`config.mk`:
```
export PLATFORM = sky130hd
export DESIGN_NAME = mlane_tx_feeder
export DESIGN_NICKNAME = d
export VERILOG_FILES = /design/src/rtl/mtf_pkg.sv /design/src/rtl/mtf_lane_fifo.sv /design/src/rtl/mtf_phase_ctrl.sv /design/src/rtl/mlane_tx_feeder.sv
export SDC_FILE = /design/constraint.sdc
export NUM_CORES = 2
export LEC_CHECK = 0
export ABC_AREA = 1
export BUFFER_PORTS_ARGS = -buffer_cell sky130_fd_sc_hd__buf_2
export CORE_MARGIN = 3
export CORE_UTILIZATION = 50
export DETAILED_ROUTE_END_ITERATION = 6
export PLACE_DENSITY_LB_ADDON = 0.2
export SETUP_SLACK_MARGIN = 0.15
export SLEW_MARGIN = 30
export SYNTH_ARGS = -nofsm -noshare
export SYNTH_HDL_FRONTEND = slang
export SYNTH_SLANG_ARGS = --single-unit
```
`constraint.sdc`:
```
create_clock -name clk -period 6.6 [get_ports clk]
set_clock_uncertainty 0.05 [all_clocks]
set_input_delay 1.32 -clock clk [delete_from_list [all_inputs] [get_ports clk]]
set_output_delay 1.32 -clock clk [all_outputs]
set_load 0.02 [all_outputs]
```
`src/rtl/mtf_pkg.sv`:
```
package mtf_pkg;
  localparam int PAY_W  = 64;
  localparam int WORD_W = PAY_W + 2;
  localparam int CTL_BIT = PAY_W;
  localparam int VLD_BIT = PAY_W + 1;
  localparam logic [PAY_W-1:0] FILL_PAY = 64'hF1E1_D00D_5EED_0FF1;

  typedef enum logic {PH_HOLD, PH_LIVE} phase_t;

  function automatic logic [WORD_W-1:0] make_word(input logic ctl, input logic [PAY_W-1:0] pay);
    return {1'b1, ctl, pay};
  endfunction
endpackage

```
`src/rtl/mtf_lane_fifo.sv`:
```
module mtf_lane_fifo
  import mtf_pkg::*;
#(
  parameter int DEPTH  = 16,
  parameter int THRESH = 8
) (
  input  logic              clk,
  input  logic              rst,
  input  logic              wr_en,
  input  logic [WORD_W-1:0] wr_word,
  input  logic              rd_en,
  output logic [WORD_W-1:0] rd_word,
  output logic              avail,
  output logic              full,
  output logic              rdy
);
  localparam int AW = (DEPTH > 1) ? $clog2(DEPTH) : 1;
  localparam int CW = $clog2(DEPTH + 1);
  localparam logic [AW-1:0] LAST = AW'(DEPTH - 1);

  logic [WORD_W-1:0] mem [DEPTH];
  logic [AW-1:0] wptr, rptr;
  logic [CW-1:0] cnt;
  logic do_wr, do_rd;

  assign full  = (cnt == CW'(DEPTH));
  assign avail = (cnt != '0);
  assign rdy   = (cnt < CW'(THRESH));
  assign do_wr = wr_en && !full;
  assign do_rd = rd_en && avail;
  assign rd_word = mem[rptr];

  always_ff @(posedge clk) begin
    if (do_wr) mem[wptr] <= wr_word;
  end

  always_ff @(posedge clk) begin
    if (rst) begin
      wptr <= '0;
      rptr <= '0;
      cnt  <= '0;
    end else begin
      if (do_wr) wptr <= (wptr == LAST) ? '0 : wptr + 1'b1;
      if (do_rd) rptr <= (rptr == LAST) ? '0 : rptr + 1'b1;
      case ({do_wr, do_rd})
        2'b10:   cnt <= cnt + 1'b1;
        2'b01:   cnt <= cnt - 1'b1;
        default: cnt <= cnt;
      endcase
    end
  end
endmodule

```
`src/rtl/mtf_phase_ctrl.sv`:
```
module mtf_phase_ctrl
  import mtf_pkg::*;
#(
  parameter int LANES = 2
) (
  input  logic clk,
  input  logic rst,
  input  logic link_ready,
  input  logic align_done,
  output logic fill_now,
  output logic user_ok,
  output logic live
);
  localparam bit MULTI = (LANES > 1);

  phase_t ph;

  always_ff @(posedge clk) begin
    if (rst) ph <= PH_HOLD;
    else if (ph == PH_HOLD && link_ready && (align_done || !MULTI)) ph <= PH_LIVE;
  end

  assign live     = (ph == PH_LIVE);
  assign fill_now = MULTI && (ph == PH_HOLD) && link_ready;
  assign user_ok  = link_ready && ((ph == PH_LIVE) || !MULTI);
endmodule

```
`src/rtl/mlane_tx_feeder.sv`:
```
module mlane_tx_feeder
  import mtf_pkg::*;
#(
  parameter int LANES  = 2,
  parameter int DEPTH  = 16,
  parameter int THRESH = 8
) (
  input  logic                      clk,
  input  logic                      rst,
  input  logic                      link_ready,
  input  logic                      align_done,
  input  logic                      s_valid,
  output logic                      s_ready,
  input  logic [LANES*PAY_W-1:0]    s_data,
  input  logic [LANES-1:0]          s_ctl,
  output logic [LANES-1:0]          lane_ready,
  input  logic [LANES-1:0]          m_pop,
  output logic [LANES*WORD_W-1:0]   m_word,
  output logic [LANES-1:0]          m_avail
);
  logic fill_now, user_ok, live;
  logic [LANES-1:0] lane_full;
  logic take;

  mtf_phase_ctrl #(.LANES(LANES)) ctrl_i (
    .clk(clk), .rst(rst), .link_ready(link_ready), .align_done(align_done),
    .fill_now(fill_now), .user_ok(user_ok), .live(live)
  );

  assign s_ready = user_ok && (|lane_ready) && !(|lane_full);
  assign take    = s_valid && s_ready;

  for (genvar i = 0; i < LANES; i++) begin : g_lane
    logic [WORD_W-1:0] wword;
    logic              wen;
    assign wword = fill_now ? make_word(1'b1, FILL_PAY)
                            : make_word(s_ctl[i], s_data[i*PAY_W +: PAY_W]);
    assign wen   = fill_now || take;

    mtf_lane_fifo #(.DEPTH(DEPTH), .THRESH(THRESH)) fifo_i (
      .clk(clk), .rst(rst),
      .wr_en(wen), .wr_word(wword),
      .rd_en(m_pop[i]), .rd_word(m_word[i*WORD_W +: WORD_W]),
      .avail(m_avail[i]), .full(lane_full[i]), .rdy(lane_ready[i])
    );
  end
endmodule

```
==> results.py <==
metrics = {
    "final_layout": {
        "syn_to_final_growth_pct": 12.09,
        "final_layout_size_suffix_gt1_frac": 0.1182,
        "n_fill_cell": 13163,
        "multi_input_area_um2": 18290,
        "fin_cells": 8794,
        "fin_nets": 6576,
        "seqCellArea_um2": 63190,
    },
    "synthesis": {
        "synth_seq_cells": 2115,
        "synth_top_area_share": 0.7462,
        "async_flop_share": 0,
        "synth_area_leader_cell": "edfxtp_1",
        "yosys_warnings": 0,
        "synth_area_leaders": "edfxtp_1 (75%), nor2_1 (6.3%), o21ai_0 (5.2%)",
        "syn_avg_cell_area_um2": 13.27,
        "ys_seq_area_frac": 0.7545,
        "synth_cell_types": 37,
        "synthFlopType": "edfxtp_1",
        "synth-edff-count": 2080,
        "syn_inst": 6306,
        "synth_area_um2": 83710,
    },
    "timing": {
        "min_period_ns": 5.704,
        "slew_violations": 0,
        "finalHoldViolCount": 0,
        "setup_viol": 0,
        "min_period_over_period": 0.8642,
        "tightest_slew_ns": 1.107,
        "relSlewSlack": 0.2622,
        "rsz0062_at_grt": "no",
        "fin_ws_ns": 0.8962,
        "max_freq_ghz": 0.1753,
    },
    "floorplanning": {
        "die_area_um2": 172400,
        "die_w_um": 415.2,
        "initial_core_util": 0.5051,
        "pin_count": 274,
        "coreArea_um2": 165700,
        "die_h_um": 415.2,
        "fp-row-count": 149,
    },
    "grt": {
        "grt_pass1_wl_um": 319700,
        "grt_max_degree": 292,
        "first_global_vias": 50147,
        "antenna_found_initial": 9,
        "grt_use_total": 0.2447,
        "overflow": 0,
    },
    "setup_path": {
        "required_ns": 5.23,
        "cp.arrival_ns": 4.33,
        "critPathLaunchType": "flip-flop",
        "critical_path.max_fanout": 154,
        "setup.worst_path.end_class": "output port",
        "crit_type": "flip-flop to output port",
    },
    "detailed_routing": {
        "wl_um": 214200,
        "post_drt_wl_per_cell_um": 24.36,
        "vias_per_cell": 5.936,
        "drc_errors": 0,
        "first_iter_violations": 5702,
        "drtPass1Iterations": 6,
        "via_count": 52202,
        "ant_nets": 0,
    },
    "clock_tree": {
        "clk_pin_slew_worst_paths_ns": 0.06,
        "cts_setup_buffers": 0,
        "root_buffer": "clkbuf_16",
        "cts_htree_levels": 4,
        "cts_resized": 0,
        "numCtsBuffers": 209,
        "holdBufCountCts": 0,
        "insertion_delay_ns": 0.84,
        "cts.sinks": 2115,
        "clockBufferDepth": 3,
        "cts_tree": "done",
    },
    "run": {
        "cap_violations": 0,
    },
    "power": {
        "ir_drop_mv": 0.3113,
        "leakagePower_uw": 0.03038,
        "powerDensity_nw_per_um2": 378.8,
    },
    "placed_design": {
        "dp_cells": 8396,
        "place_congestion": 0.7610,
        "post-place-ws_ns": 1.989,
        "dp_hpwl_um": 98330,
        "port_buffers": 271,
    },
    "worst_hold_path": {
        "hold_class": "flip-flop to flip-flop",
    },
    "status": {
        "status": "finished clean",
    },
}
==> flip-flops by register name, indices dropped and copies added (netlist names), named ones only <==
name,cells
g_lane.fifo_i.rptr,8
g_lane.fifo_i.wptr,8
g_lane.fifo_i.mem,2080
ctrl_i.live,1
g_lane.fifo_i.cnt,10
==> per-stage QoR <==
step	TNS [ns]	total power [uW]	hold slack, ns	utilization	instance area [um^2]
2_1_floorplan	-483.04	21730	0.3969	-	83720
3_3_place_gp	0	24150	0.4092	0.5249	87000
3_5_place_dp	0	24290	0.4142	0.5252	87040
4_1_cts	0	35740	0.4234	0.5650	93650
5_1_grt	0	37250	0.4343	0.5661	93820
6_report	0	35540	0.4288	0.5661	93830
==> worst max-delay path, cell delays in order, from the launching register on <==
cell	delay (ns)
dfxtp_4	0.97
clkinv_8	0.79
buf_4	0.59
o21ai_0	0.15
o221ai_1	0.14
o211ai_1	0.15
nand2_1	0.28
buf_2	0.26
==> Yosys cell counts, types with 2 or more instances <==
cell	instances
nor3_1	26
buf_4	33
clkbuf_2	3
inv_1	107
nand3b_1	2
nor2_1	1412
o211ai_1	337
clkbuf_1	274
o21ai_1	234
ha_1	17
nand3_1	172
buf_1	42
o22ai_1	61
buf_6	15
nand2_4	3
clkinv_1	2
nor3_2	5
dfxtp_1	35
buf_2	90
o221ai_1	183
edfxtp_1	2080
o21ai_0	871
xor2_1	9
nand2_1	188
a21oi_1	20
or2_2	74
==> final cells by class <==
| cell class | count | area share |
|---|---|---|
| flip-flops and latches | 2115 | 0.6735 |
| well taps | 2189 | 0.02919 |
| clock inverters | 118 | 0.01115 |
| repair buffers | 361 | 0.02646 |
| inverters | 112 | 0.005334 |
| clock buffers | 270 | 0.05931 |
| diodes | 6 | 0.0001600 |
| multi-input cells | 3623 | 0.1949 |
==> cell families after synthesis <==
group,synth area share
flops,0.7545
simple gates,0.09057
compound gates,0.1215
buf+inv,0.02980
fa+ha+maj,0.002541
xor+xnor,0.001046
other cells,0.00004480
==> cells in the final DEF (no fill, tap or decap), drive strengths merged, types with 31 or more instances in the layout <==
master,netlist,final
buf,180,361
clkbuf,277,270
clkinv,3,95
dfxtp,35,35
edfxtp,2080,2080
inv,109,116
nand2,191,191
nand3,173,173
nor2,1412,1412
nor3,31,31
o211ai,337,337
o21ai,1105,1105
o221ai,183,183
o22ai,61,61
or2,74,74
==> worst paths after layout <==
| check | depth (start not counted) | slack (ns) | end | start |
|---|---|---|---|---|
| setup / recovery | 7 | 0.90 | m_word[103] | flip-flop |
| hold / removal | 2 | 0.43 | ctrl_i.live | ctrl_i.live |
| setup reg to reg | 7 | 3.03 | g_lane[1].fifo_i.mem[6][47] | g_lane[1].fifo_i.cnt[0] |
| hold reg to reg | 2 | 0.43 | ctrl_i.live | ctrl_i.live |
==> power breakdown <==
part / switching (uW) / internal, uW
clock: 4930 / 6560
combinational: 6040 / 2410
sequential: 275 / 15300
==> layer usage <==
metal / global-route usage / vias up / wire length [um]
li1: - / 23676 / -
met1: 0.3492 / 26333 / 92360
met2: 0.3923 / 1861 / 101400
met3: 0.03980 / 328 / 14920
met4: 0.06812 / 4 / 5522
met5: 0 / - / 31
Note: power is estimated with default switching activity, not from simulation.
